**src/rtl/bsd_pkg.sv**
```systemverilog
package bsd_pkg;
  // Clamp a programmed delay so that zero behaves as a single cycle.
  function automatic logic [7:0] clamp_delay(input logic [7:0] v);
    return (v == 8'd0) ? 8'd1 : v;
  endfunction
endpackage

```
**src/rtl/bsd_addr_latch.sv**
```systemverilog
module bsd_addr_latch #(
  parameter int SEL_BITS = 2,
  localparam int NSEL = 1 << SEL_BITS,
  localparam int AW = SEL_BITS + 1
) (
  input  logic            clk,
  input  logic            rst,
  input  logic            sync_n,
  input  logic [AW-1:0]   dal,
  input  logic            dev_en,
  output logic            act,
  output logic [AW-1:0]   addr_l,
  output logic            en_l,
  output logic [NSEL-1:0] sel_n
);
  logic [NSEL-1:0] dec;

  always_comb begin
    dec = '1;
    for (int k = 0; k < NSEL; k++)
      if (dal[AW-1:1] == SEL_BITS'(k)) dec[k] = 1'b0;
  end

  always_ff @(posedge clk) begin
    if (rst) begin
      act    <= 1'b0;
      addr_l <= '0;
      en_l   <= 1'b0;
      sel_n  <= '1;
    end else if (sync_n) begin
      act   <= 1'b0;
      sel_n <= '1;
    end else if (!act) begin
      act    <= 1'b1;
      addr_l <= dal;
      en_l   <= dev_en;
      sel_n  <= dev_en ? dec : '1;
    end
  end
endmodule

```
**src/rtl/bsd_strobes.sv**
```systemverilog
module bsd_strobes (
  input  logic clk,
  input  logic rst,
  input  logic live,
  input  logic byte_sel,
  input  logic wtbt_n,
  input  logic dout_n,
  input  logic din_n,
  output logic wr_lo_n,
  output logic wr_hi_n,
  output logic rd_word_n
);
  logic wr_any, lo_hit, hi_hit;

  assign wr_any = live & ~dout_n;
  assign lo_hit = wr_any & (wtbt_n | ~byte_sel);
  assign hi_hit = wr_any & (wtbt_n | byte_sel);

  always_ff @(posedge clk) begin
    if (rst) begin
      wr_lo_n   <= 1'b1;
      wr_hi_n   <= 1'b1;
      rd_word_n <= 1'b1;
    end else begin
      wr_lo_n   <= ~lo_hit;
      wr_hi_n   <= ~hi_hit;
      rd_word_n <= ~(live & ~din_n);
    end
  end
endmodule

```
**src/rtl/bsd_reply_timer.sv**
```systemverilog
module bsd_reply_timer #(
  parameter int DLY_W = 4,
  parameter int DLY_DEFAULT = 4
) (
  input  logic             clk,
  input  logic             rst,
  input  logic             trig,
  input  logic             dly_load,
  input  logic [DLY_W-1:0] dly_val,
  output logic             rep
);
  import bsd_pkg::*;

  logic [DLY_W-1:0] lim_q;
  logic [DLY_W-1:0] cnt;
  logic [DLY_W-1:0] lim_clamped;

  assign lim_clamped = DLY_W'(clamp_delay(8'(dly_val)));

  always_ff @(posedge clk) begin
    if (rst) lim_q <= DLY_W'(DLY_DEFAULT);
    else if (dly_load) lim_q <= lim_clamped;
  end

  always_ff @(posedge clk) begin
    if (rst || !trig) begin
      cnt <= '0;
      rep <= 1'b0;
    end else if (cnt == lim_q - DLY_W'(1)) begin
      rep <= 1'b1;
    end else begin
      cnt <= cnt + DLY_W'(1);
    end
  end
endmodule

```
**src/rtl/bus_slave_decoder.sv**
```systemverilog
module bus_slave_decoder #(
  parameter int SEL_BITS = 2,
  parameter int DLY_W = 4,
  parameter int DLY_DEFAULT = 4,
  localparam int NSEL = 1 << SEL_BITS,
  localparam int AW = SEL_BITS + 1
) (
  input  logic            clk,
  input  logic            rst,
  input  logic            sync_n,
  input  logic [AW-1:0]   dal,
  input  logic            dev_en,
  input  logic            wtbt_n,
  input  logic            dout_n,
  input  logic            din_n,
  input  logic            vec_req,
  input  logic            dly_load,
  input  logic [DLY_W-1:0] dly_val,
  output logic [NSEL-1:0] sel_n,
  output logic            wr_lo_n,
  output logic            wr_hi_n,
  output logic            rd_word_n,
  output logic            reply_n,
  output logic            reply_stat
);
  logic          act, en_l, live, trig, rep;
  logic [AW-1:0] addr_l;

  bsd_addr_latch #(.SEL_BITS(SEL_BITS)) u_latch (
    .clk(clk), .rst(rst), .sync_n(sync_n), .dal(dal), .dev_en(dev_en),
    .act(act), .addr_l(addr_l), .en_l(en_l), .sel_n(sel_n)
  );

  // A cycle is live once sync was captured at an earlier edge and is still held.
  assign live = act & ~sync_n;

  bsd_strobes u_strobes (
    .clk(clk), .rst(rst), .live(live), .byte_sel(addr_l[0]),
    .wtbt_n(wtbt_n), .dout_n(dout_n), .din_n(din_n),
    .wr_lo_n(wr_lo_n), .wr_hi_n(wr_hi_n), .rd_word_n(rd_word_n)
  );

  assign trig = vec_req | (live & en_l & (~din_n | ~dout_n));

  bsd_reply_timer #(.DLY_W(DLY_W), .DLY_DEFAULT(DLY_DEFAULT)) u_timer (
    .clk(clk), .rst(rst), .trig(trig), .dly_load(dly_load),
    .dly_val(dly_val), .rep(rep)
  );

  assign reply_n    = ~rep;
  assign reply_stat = rep;
endmodule

```
**config.mk**
```make
export PLATFORM = sky130hd
export DESIGN_NAME = bus_slave_decoder
export DESIGN_NICKNAME = d
export VERILOG_FILES = /design/src/rtl/bsd_pkg.sv /design/src/rtl/bsd_addr_latch.sv /design/src/rtl/bsd_strobes.sv /design/src/rtl/bsd_reply_timer.sv /design/src/rtl/bus_slave_decoder.sv
export SDC_FILE = /design/constraint.sdc
export NUM_CORES = 1
export LEC_CHECK = 0
export BUFFER_PORTS_ARGS = -buffer_cell sky130_fd_sc_hd__buf_4
export CORE_MARGIN = 2
export CORE_UTILIZATION = 43
export CTS_CLUSTER_DIAMETER = 150
export DETAILED_ROUTE_END_ITERATION = 8
export HOLD_SLACK_MARGIN = 0.15
export PLACE_DENSITY = 0.72
export SYNTH_ARGS = -nofsm -noshare
export SYNTH_HDL_FRONTEND = slang
export SYNTH_SLANG_ARGS = --single-unit
```
**constraint.sdc**
```tcl
create_clock -name clk -period 1.65 [get_ports clk]
set_input_delay 0.165 -clock clk [delete_from_list [all_inputs] [get_ports clk]]
set_output_delay 0.165 -clock clk [all_outputs]
set_load 0.01 [all_outputs]
```
---- Word-level counts from Yosys, hierarchy flattened ----
Index checks and enable logic that the tools add are counted.
word-level totals
  register bits ........................... 19
  output and inout bits ................... 9
  bits of input ports ..................... 16
  logic and storage cells ................. 49
cells by class
  mux-type cells .......................... 7
  reduce and logical (&&, ||, !) cells .... 6
  equal/unequal tests ..................... 4
  bitwise operators ....................... 20
  add/sub/neg operators ................... 2
operators with widths
  kind                   number
  $not A1 Y1             9
  $mux W4                2
  $and A1 B1 Y1          7
  $mux W1                5
  $add A4 B1 Y4 const B  1
  $eq A2 B2 Y1 const B   2
  $eq A4 B4 Y1           1
  $logic_not A4 Y1       1
  $or A1 B1 Y1           4
  $sub A4 B1 Y4 const B  1
  $eq A2 B1 Y1 const B   1
  $logic_not A2 Y1       1
  $reduce_and A2 Y1      1
  $reduce_or A2 Y1       1
  $logic_not A1 Y1       1
  $logic_or A1 B1 Y1     1

---- Logic depth before layout (Yosys ltp) ----
Gate-level depths: netlist (run 1).
  word-level depth ........................ 7
  mapped depth ............................ 7

---- By module ----
A second synthesis (run 1) with hierarchy kept.
unflattened totals
  cell total of the unflattened synthesis .. 104
  area, all modules ....................... 988.4 µm²
modules (own cells, without submodules)
  module             area each (µm²)  cells an instance  instances  seq. area each (µm²)
  bsd_reply_timer    509.2            57                 1          180.2
  bsd_addr_latch     359.1            35                 1          180.2
  bsd_strobes        90.1             8                  1          60.1
  bus_slave_decoder  30.0             4                  1          0.0

---- Worst setup path after synthesis (run 1) ----
OpenSTA, ideal clock, no wires.
  path type ............................... register to register
  start ................................... register u_timer.lim_q[0]
  end ..................................... register u_timer.cnt[1]
  arrival ................................. 1.538 ns
  cell stages (with the launch flop) ...... 7
  setup time .............................. 0.125 ns
  setup slack ............................. -0.014 ns
  data required time ...................... 1.525 ns
  path through ............................ dfxtp_1 inv_1 ha_1 xnor2_1 nor4_4 mux2i_1 nor2_2
on the way
  word-level cells in the longest chain between the ends .. 2
ends and longest elaborated chain
  item                      RTL line               source
  start: declaration        bsd_reply_timer.sv:14  logic [DLY_W-1:0] lim_q;
  start signal: assignment  bsd_reply_timer.sv:21  if (rst) lim_q <= DLY_W'(DLY_DEFAULT);
  start signal: assignment  bsd_reply_timer.sv:22  else if (dly_load) lim_q <= lim_clamped;
  $sub A4 B1 Y4             bsd_reply_timer.sv:29  end else if (cnt == lim_q - DLY_W'(1)) begin
  $eq A4 B4 Y1              bsd_reply_timer.sv:29
  end signal: assignment    bsd_reply_timer.sv:32  cnt <= cnt + DLY_W'(1);
  end: declaration          bsd_reply_timer.sv:15  logic [DLY_W-1:0] cnt;
Every way passes these cells.
A chain may end at the register's enable or synchronous reset.

---- Worst setup path after layout (run 1) ----
  start ................................... register u_timer.cnt[3]
  end ..................................... register u_timer.cnt[3]
on the way
  word-level cells in the longest chain between the ends .. 1
  elaborated cells between the ends (all ways) .. 2
  classes of those cells .................. add/sub: 1; eq/ne: 1
ends and longest elaborated chain
  item                                           RTL line
  $add A4 B1 Y4 or $eq A4 B4 Y1 (tied branches)  bsd_reply_timer.sv:32, bsd_reply_timer.sv:29
Parallel ways exist; a longest one is shown, timed or not.

==> metrics.txt, run 1 <==
r2r startpoint u_timer.cnt[3]; Leak Pwr 0.494 nW; slew margin rel. 0.728; most common cell after layout, fill and taps aside buf_4; Die ar. 2220 sq um; CP Launch Type register; vias per cell 4.83; critical path endpoint u_timer.cnt[3]; Pre-antenna DRT Iters 4; DRT Wirelength 1800 microns; clk root buf clkbuf_4; share of layout cells above drive strength 1 0.313; gp weighted congestion 0.742; GRT Util Overall 0.191; Critical path origin u_timer.cnt[3]; Post-Synthesis Cell Area 798 sq um; htree depth 1; final slew viol count 0; Post-synth EDFFs 0; chip height 47.1 microns; row count 15; Worst-Skew Late Latency 0.30 ns; post-DP HPWL 1140 microns; critical path arrival 1.88 ns; final setup vio count 0; Async S/R FF share, synth 0; Finished Layout Cells 156; clk buf depth 2; # Max-Cap Violations 0; clock share of power 0.260; Cell variety after synth 25; Sw Share 0.259; fin area 1230 sq um; Synthesis Warnings 0; Final Cycle Share 0.993; Slew @ Worst Pin 0.407 ns; Final Critical Period 1.64 ns; Post-synth top flop dfxtp_1; PnR Total Power 914 uW; placed insts 138; CTS tree yes; clock sinks 19; Core Area 1750 sq um; sequential power share 0.539; syn nets 107; most frequent cells in the layout 26 x buf_4, 17 x dfxtp_1, 13 x dlygate4sd3_1; RSZ-0062 raised after global routing true; pin count of the biggest net entering global routing 11; outcome finished, final reports clean; Comb pwr share 0.201; Net Sw Power 237 uW; DP Area 1020 sq um; R2R depth 6; Area Overhead vs Synth 54.5%; worst ir drop on vdd 0.000470 V; cts bufs inserted 3; Congestion Overflow GR 0; min-delay worst type primary input to register; clock-pin slew on the worst setup and hold paths 0.11 ns; diode count 0; register bit total from synthesis 19; # nets final 150; R2R Setup Slk 0.01 ns; Clock Skews 0.00514 ns; io pins 25; Synth Instances 89; vias in the first global route 674; Util after Layout 0.707; f_max 0.610 GHz; CP endpoint kind register; Power Density 741 nW/um^2; # DRC 0; DR WL/cell 11.6 microns; CP max FO 6; CP Class register to register; RR Endpoint u_timer.cnt[3]; DR iter-0 viols 10; final hold vios 0; number of port buffers 24; wire length of the first global-routing pass 2970 microns; antenna-violating nets left 0; Starting Density 0.457; initial antenna violation count 0; Min Hold Slack 0.155 ns; mean area per synthesized cell 8.97 sq um; Via Count 754; sequential area share after synthesis 0.476; Int Pwr 677 uW; Crit path required time 1.89 ns; width of the die 47.1 microns
-- routing by layer --
layer  global-route usage  share of wire  vias to the layer above
li1                     -              -                      385
met1                0.254           0.45                      341
met2                0.304           0.47                       22
met3               0.0423          0.052                        6
met4               0.0722          0.027                        0
met5                    0              0                        -
-- how the worst min path moves through the flow --
stage          startpoint                end  slack, ns  cells past startpoint
3_3_place_gp       wtbt_n  u_strobes.wr_hi_n       0.36                      2
6_report           dal[1]   u_latch.sel_n[0]       0.16                      3
5_1_grt            dal[1]   u_latch.sel_n[0]       0.17                      3
2_1_floorplan      wtbt_n  u_strobes.wr_hi_n       0.27                      1
3_5_place_dp       wtbt_n  u_strobes.wr_lo_n       0.36                      2
4_1_cts            dal[1]   u_latch.sel_n[0]       0.15                      3
-- metrics by stage --
step                      TNS, ns  worst slack (ns)
after floorplan                 0            0.0194
after global placement          0            0.0311
after detailed placement  -0.0190           -0.0190
after CTS                       0            0.0146
after global routing       -0.227           -0.0887
final                           0            0.0116
-- power by group through the flow --
| stage | combinational (mW) | sequential [mW] | clock, mW |
|---|---|---|---|
| detailed placement | 0.136 | 0.501 | 0 |
| global placement | 0.133 | 0.500 | 0 |
| floorplan | 0.0808 | 0.500 | 0 |
| global route | 0.202 | 0.495 | 0.260 |
| CTS | 0.179 | 0.492 | 0.243 |
| finish | 0.184 | 0.492 | 0.238 |
-- registers in the layout, indices dropped and copies added (netlist names) --
name,flops
u_latch.sel_n,4
u_timer.cnt,4
u_timer.lim_q,4
u_latch.act,1
u_latch.addr_l,1
u_latch.en_l,1
u_strobes.rd_word_n,1
u_strobes.wr_hi_n,1
u_strobes.wr_lo_n,1
u_timer.rep,1
-- timing repair --
action,CTS,global route
pin swaps,5,3
hold buffers,13,0
resized for setup,8,2
endpoints found under the setup margin,2,6
setup buffers,1,0
endpoints found under the hold margin,10,0
-- area by class of cell --
| type | instances | area, sq um |
|---|---|---|
| multi-input cells | 61 | 423 |
| flip-flops and latches | 19 | 383 |
| fillers | 144 | 512 |
| inverters | 6 | 22.5 |
| well taps | 25 | 31.3 |
| clock buffers | 4 | 26.3 |
| repair buffers | 41 | 348 |
-- cells by family (layout without fill, tap and decap cells) --
family | count (synthesis) | after routing | synth area share
AO/OA/AOI/OAI | 18 | 18 | 0.130
XOR/XNOR | 7 | 7 | 0.0768
adder cells (fa/ha/maj) | 2 | 2 | 0.0313
buffers and inverters | 9 | 51 | 0.0423
flip-flops | 19 | 19 | 0.476
multiplexers | 3 | 3 | 0.0376
AND/OR/NAND/NOR | 31 | 31 | 0.205
-- critical path, stage by stage, from the launching register on --
cell and delay (ns):
dfxtp_1 0.36, xnor2_1 0.27, xnor2_2 0.13, nor4_4 0.43, buf_4 0.19, o21ai_1 0.06
a21oi_1 0.14
-- cells in the mapped netlist, types with 2 or more instances --
cell type   n  share of area
nor2_1     11          0.052
o22ai_1     2          0.016
mux2i_1     3          0.038
a21oi_1     4          0.025
or3_1       2          0.016
xnor2_1     6          0.066
clkbuf_1    3          0.014
o21ai_0     8          0.050
nor3_1      3          0.019
dfxtp_1    19           0.48
inv_1       6          0.028
nand2_1     7          0.033
a211oi_1    2          0.019
ha_1        2          0.031
No activity file was read; power rests on OpenSTA's default activity.
==> inputs of run 2 (changes only) <==
--- a/config.mk
+++ b/config.mk
@@ -12,6 +12,7 @@
 export DETAILED_ROUTE_END_ITERATION = 8
 export HOLD_SLACK_MARGIN = 0.15
 export PLACE_DENSITY = 0.72
+export SETUP_SLACK_MARGIN = 0.3
 export SYNTH_ARGS = -nofsm -noshare
 export SYNTH_HDL_FRONTEND = slang
 export SYNTH_SLANG_ARGS = --single-unit
==> run 2 against run 1 <==
Net effect: critical path depth grew 2; global-route usage is 1.1 points higher; design area up 2.8%.
==> metrics.txt, run 2 (synthesis results as in run 1) <==
wire length of the first global-routing pass 3120 microns (+4.9%); most frequent cells in the layout 27 x buf_4, 16 x dfxtp_1, 11 x dlygate4sd3_1; antenna-violating nets left 0 (unchanged); diode count 0 (unchanged); clock sinks 19 (unchanged); r2r startpoint u_timer.lim_q[1]; vias in the first global route 712 (+5.6%); CP Class register to register; gp weighted congestion 0.760 (+2.4%); initial antenna violation count 0 (unchanged); f_max 0.623 GHz (+2.1%); io pins 25 (unchanged); Critical path origin u_timer.lim_q[1]; chip height 47.1 microns (unchanged); PnR worst setup slack 0.0455 ns (+0.0339 ns); DRT Wirelength 1840 microns (+2.1%); Clock Skews 0.00621 ns (+0.00107 ns); GRT Util Overall 0.202 (+0.0112); final hold vios 0 (unchanged); outcome finished, final reports clean; # Max-Cap Violations 0 (unchanged); biggest regs u_latch.sel_n x4, u_timer.cnt x4, u_timer.lim_q x4; Final Cycle Share 0.972 (-0.0206); # DRC 0 (unchanged); worst ir drop on vdd 0.000755 V (+61%); RSZ-0062 raised after global routing true; Core Area 1750 sq um (unchanged); DR iter-0 viols 18 (+8); clk root buf clkbuf_4; Starting Density 0.457 (unchanged); clock-pin slew on the worst setup and hold paths 0.11 ns (about the same); fin area 1270 sq um (+2.8%); htree depth 1 (unchanged); Final Critical Period 1.60 ns (-0.0339 ns); slew margin rel. 0.686 (-0.0420); DP Area 1050 sq um (+2.6%); pin count of the biggest net entering global routing 12 (+1); Via Count 754 (unchanged); row count 15 (unchanged); most common cell after layout, fill and taps aside buf_4; final setup vio count 0 (unchanged); # nets final 149 (-0.67%); cts bufs inserted 3 (unchanged); min-delay worst type primary input to register; Die ar. 2220 sq um (unchanged); CP max-delay cell dfxtp_2; critical path arrival 1.84 ns (-0.04 ns); number of port buffers 24 (unchanged); Slew @ Worst Pin 0.470 ns (+0.0629 ns); Power Density 731 nW/um^2 (-1.4%); Min Hold Slack 0.167 ns (+0.0123 ns); Worst-Skew Late Latency 0.29 ns (about the same); Congestion Overflow GR 0 (unchanged); CTS tree yes; Pre-antenna DRT Iters 4 (unchanged); CP endpoint kind register; Hold Startpoint dal[1]; DR WL/cell 11.9 microns (+2.8%); crit-path cells inv_2 > ha_4 > xnor2_4 > xnor2_2 > nor4_4 > buf_4 > or3_1 > a21oi_1; Area Overhead vs Synth 58.9%; clk buf depth 2 (unchanged); Leak Pwr 0.506 nW (+2.5%); final slew viol count 0 (unchanged); width of the die 47.1 microns (unchanged); CP Launch Type register; vias per cell 4.86 (+0.65%); post-DP HPWL 1210 microns (+6.2%); share of layout cells above drive strength 1 0.377 (+0.0639); dpl ws -0.00852 ns (+0.0105 ns); Crit path required time 1.88 ns (about the same); CP max FO 5 (-1); biggest cell delay along the critical path 0.37 ns (-0.06 ns)
run 2: area by class of cell:
cell class,count,area [sq um]
Clock buffer,3,22.5
Clock inverter,1,5.00
Fill cell,135,477
Inverter,6,22.5
Multi-Input combinational cell,61,468
Sequential cell,19,384
Tap cell,25,31.3
Timing Repair Buffer,40,335
run 2: stage by stage:
step           total power [mW]  instances  utilization  setup TNS, ns
4_1_cts                   0.915        155        0.706              0
2_1_floorplan             0.592         89            -              0
6_report                  0.927        155        0.727              0
3_5_place_dp              0.650        138        0.602       -0.00852
3_3_place_gp              0.646        138        0.602              0
5_1_grt                   0.971        155        0.727         -0.104
run 2: metal layers:
layer,track usage,share of wire,up-vias
met4,0.0500,0.0065,0
met5,0,0,-
met3,0.0577,0.052,2
met2,0.332,0.50,23
met1,0.264,0.44,347
li1,-,-,382
run 2: worst paths after layout:
path / end / slack [ns] / cells past startpoint
worst max-delay path: u_timer.cnt[2] / 0.05 / 8
worst min-delay path: u_latch.sel_n[0] / 0.17 / 3
worst max register to register: u_timer.cnt[2] / 0.05 / 8
worst min register to register: u_strobes.rd_word_n / 0.47 / 1
run 2: power breakdown:
group	switching (mW)	total, mW	internal (mW)
clock	0.139	0.229	0.0902
combinational	0.0821	0.202	0.120
sequential	0.0189	0.496	0.477
total	0.240	0.927	0.687
run 2: repair_timing:
| action | 4_1_cts | 5_1_grt |
|---|---|---|
| setup endpoints to repair | 5 | 7 |
| resized for setup | 6 | 6 |
| hold buffers | 11 | 0 |
| hold endpoints to repair | 10 | 0 |
| pin swaps | 9 | 3 |
| setup buffers | 2 | 0 |
run 2: critical path: cells and delay by family, from the launching register on:
kind                     cells  cell delay [ns]
adder cells (fa/ha/maj)      1             0.17
buffers and inverters        2             0.20
flip-flops                   1             0.37
XOR/XNOR                     2             0.30
AND/OR/NAND/NOR              2             0.36
AO/OA/AOI/OAI                1             0.15
==> inputs of run 3 (changes only) <==
--- a/config.mk
+++ b/config.mk
@@ -7,11 +7,12 @@
 export LEC_CHECK = 0
 export BUFFER_PORTS_ARGS = -buffer_cell sky130_fd_sc_hd__buf_4
 export CORE_MARGIN = 2
-export CORE_UTILIZATION = 43
+export CORE_UTILIZATION = 46
+export CTS_BUF_LIST = sky130_fd_sc_hd__clkbuf_4
 export CTS_CLUSTER_DIAMETER = 150
 export DETAILED_ROUTE_END_ITERATION = 8
 export HOLD_SLACK_MARGIN = 0.15
-export PLACE_DENSITY = 0.72
+export PLACE_DENSITY = 0.76
 export SETUP_SLACK_MARGIN = 0.3
 export SYNTH_ARGS = -nofsm -noshare
 export SYNTH_HDL_FRONTEND = slang
==> run 3 against run 2 <==
Net effect: clock power is 8% higher; highest routed layer unchanged; flip-flop and latch count unchanged; combinational power is 4% lower; critical path depth unchanged; fmax increased by 0.84%.
==> metrics.txt, run 3 (synthesis results as in run 1) <==
outcome finished, final reports clean; crit-path cells inv_2 > ha_4 > xnor2_4 > xnor2_2 > nor4_4 > buf_4 > or3_4 > a21oi_2; most common cell after layout, fill and taps aside buf_4; Die ar. 2080 sq um (-6.0%); R2R depth 8 (unchanged); fin area 1250 sq um (-1.6%); sequential cell area 384 sq um (unchanged); CP Launch Type register; diode count 0 (unchanged); Top Family by Delay on Critical Path simple AND/OR/NAND/NOR gates; gp weighted congestion 0.743 (-2.3%); Slew @ Worst Pin 0.458 ns (-0.0117 ns); CP max-delay cell dfxtp_2; pin count of the biggest net entering global routing 11 (-1); Final Cycle Share 0.964 (-0.00814); DRT Wirelength 2020 microns (+9.9%); vias per cell 5.14 (+5.7%); width of the die 45.7 microns (-3.0%); DP Area 1040 sq um (-0.95%); # Max-Cap Violations 0 (unchanged); Hold Crit Depth 3 (unchanged); final setup vio count 0 (unchanged); clk buf depth 2 (unchanged); f_max 0.629 GHz (+0.84%); row count 15 (unchanged); Worst-Skew Late Latency 0.29 ns (about the same); final hold vios 0 (unchanged); WP buf/inv 2 (unchanged); PnR worst setup slack 0.0590 ns (+0.0134 ns); Pre-antenna DRT Iters 4 (unchanged); biggest cell delay along the critical path 0.35 ns (-0.02 ns); min-delay worst type primary input to register; R2R Setup Slk 0.06 ns (about the same); Congestion Overflow GR 0 (unchanged); wire length of the first global-routing pass 3320 microns (+6.4%); Final Critical Period 1.59 ns (-0.0134 ns); most frequent cells in the layout 27 x buf_4, 16 x dfxtp_1, 13 x dlygate4sd3_1; number of port buffers 24 (unchanged); Via Count 756 (+0.27%); share of layout cells above drive strength 1 0.362 (-0.0154); postcts setup bufs 0 (-2); r2r startpoint u_timer.lim_q[0]; slew margin rel. 0.694 (+0.00784); DR iter-0 viols 21 (+3); clock-pin slew on the worst setup and hold paths 0.11 ns (about the same); Core Area 1670 sq um (-4.3%); io pins 25 (unchanged); Leak Pwr 0.503 nW (-0.63%); cts bufs inserted 3 (unchanged); Worst Hold End u_timer.lim_q[3]; Clock Skews 0.00396 ns (-0.00224 ns); CP Class register to register; CTS tree yes; CP endpoint kind register; dpl ws 0.00584 ns (+0.0144 ns); RSZ-0062 raised after global routing true; critical path arrival 1.82 ns (-0.02 ns); Power Density 749 nW/um^2 (+2.5%); Area Overhead vs Synth 56.4%; clock sinks 19 (unchanged); htree depth 1 (unchanged); Crit path required time 1.88 ns (about the same); DR WL/cell 13.8 microns (+16%); post-DP HPWL 1340 microns (+10%); vias in the first global route 725 (+1.8%); final slew viol count 0 (unchanged); PnR Total Power 935 uW (+0.87%); CP max FO 6 (+1); area of the multi-input gates 458 sq um (-2.1%); FILL cells 119 (-12%); # DRC 0 (unchanged); Starting Density 0.478 (+0.0206); biggest regs u_latch.sel_n x4, u_timer.cnt x4, u_timer.lim_q x4; RR Endpoint u_timer.cnt[2]; worst ir drop on vdd 0.000512 V (-32%); initial antenna violation count 0 (unchanged); antenna-violating nets left 0 (unchanged); GRT Util Overall 0.228 (+0.0261); clk root buf clkbuf_4; Hold Startpoint dly_load; Min Hold Slack 0.172 ns (+0.00425 ns); # nets final 149 (unchanged); Util after Layout 0.748 (+0.0207); chip height 45.7 microns (-3.0%)
## run 3: repair_timing
item | 4_1_cts | 5_1_grt
setup endpoints to repair | 5 | 8
gates resized for setup | 2 | 7
endpoints found under the hold margin | 10 | 1
hold buffers | 13 | 1
pin swaps | 6 | 1
## run 3: per-stage QoR
stage,std cells,TNS (ns)
2_1_floorplan,89,0
3_3_place_gp,130,0
3_5_place_dp,130,0
4_1_cts,147,0
5_1_grt,147,-0.0172
6_report,147,0
## run 3: tightest hold or removal path, stage by stage
cell and delay (ns):
buf_4 0.12, mux2i_1 0.07, nor2_1 0.07
## run 3: how the worst max path moves through the flow
stage	from	cells past startpoint	slack (ns)	end
after detailed placement	u_timer.lim_q[1]	8	0.006	u_timer.cnt[2]
after global routing	u_timer.lim_q[1]	7	-0.009	u_timer.cnt[2]
after floorplan	u_timer.lim_q[0]	7	0.03	u_timer.cnt[1]
final	u_timer.lim_q[0]	8	0.06	u_timer.cnt[2]
after global placement	u_timer.lim_q[1]	8	0.05	u_timer.cnt[0]
after CTS	u_timer.lim_q[1]	8	0.06	u_timer.cnt[2]
## run 3: power breakdown
group          internal (mW)  total [mW]  switching, mW
clock network          0.110       0.247          0.136
registers              0.477       0.495         0.0180
logic                  0.112       0.194         0.0820
total                  0.699       0.935          0.236
## run 3: cell type report
| cell class | instances | share of cell area |
|---|---|---|
| clock buffers | 4 | 0.0240 |
| well taps | 17 | 0.0170 |
| repair buffers | 40 | 0.267 |
| flip-flops and latches | 19 | 0.308 |
| multi-input cells | 61 | 0.367 |
| inverters | 6 | 0.0180 |
## run 3: per-layer routing
metal / GRT usage / wire [microns] / vias to the layer above
met1: 0.273 / 838 / 355
met4: 0.0706 / 14 / 0
met3: 0.0476 / 69 / 2
li1: - / - / 382
met5: 0 / 0 / -
met2: 0.403 / 1100 / 17
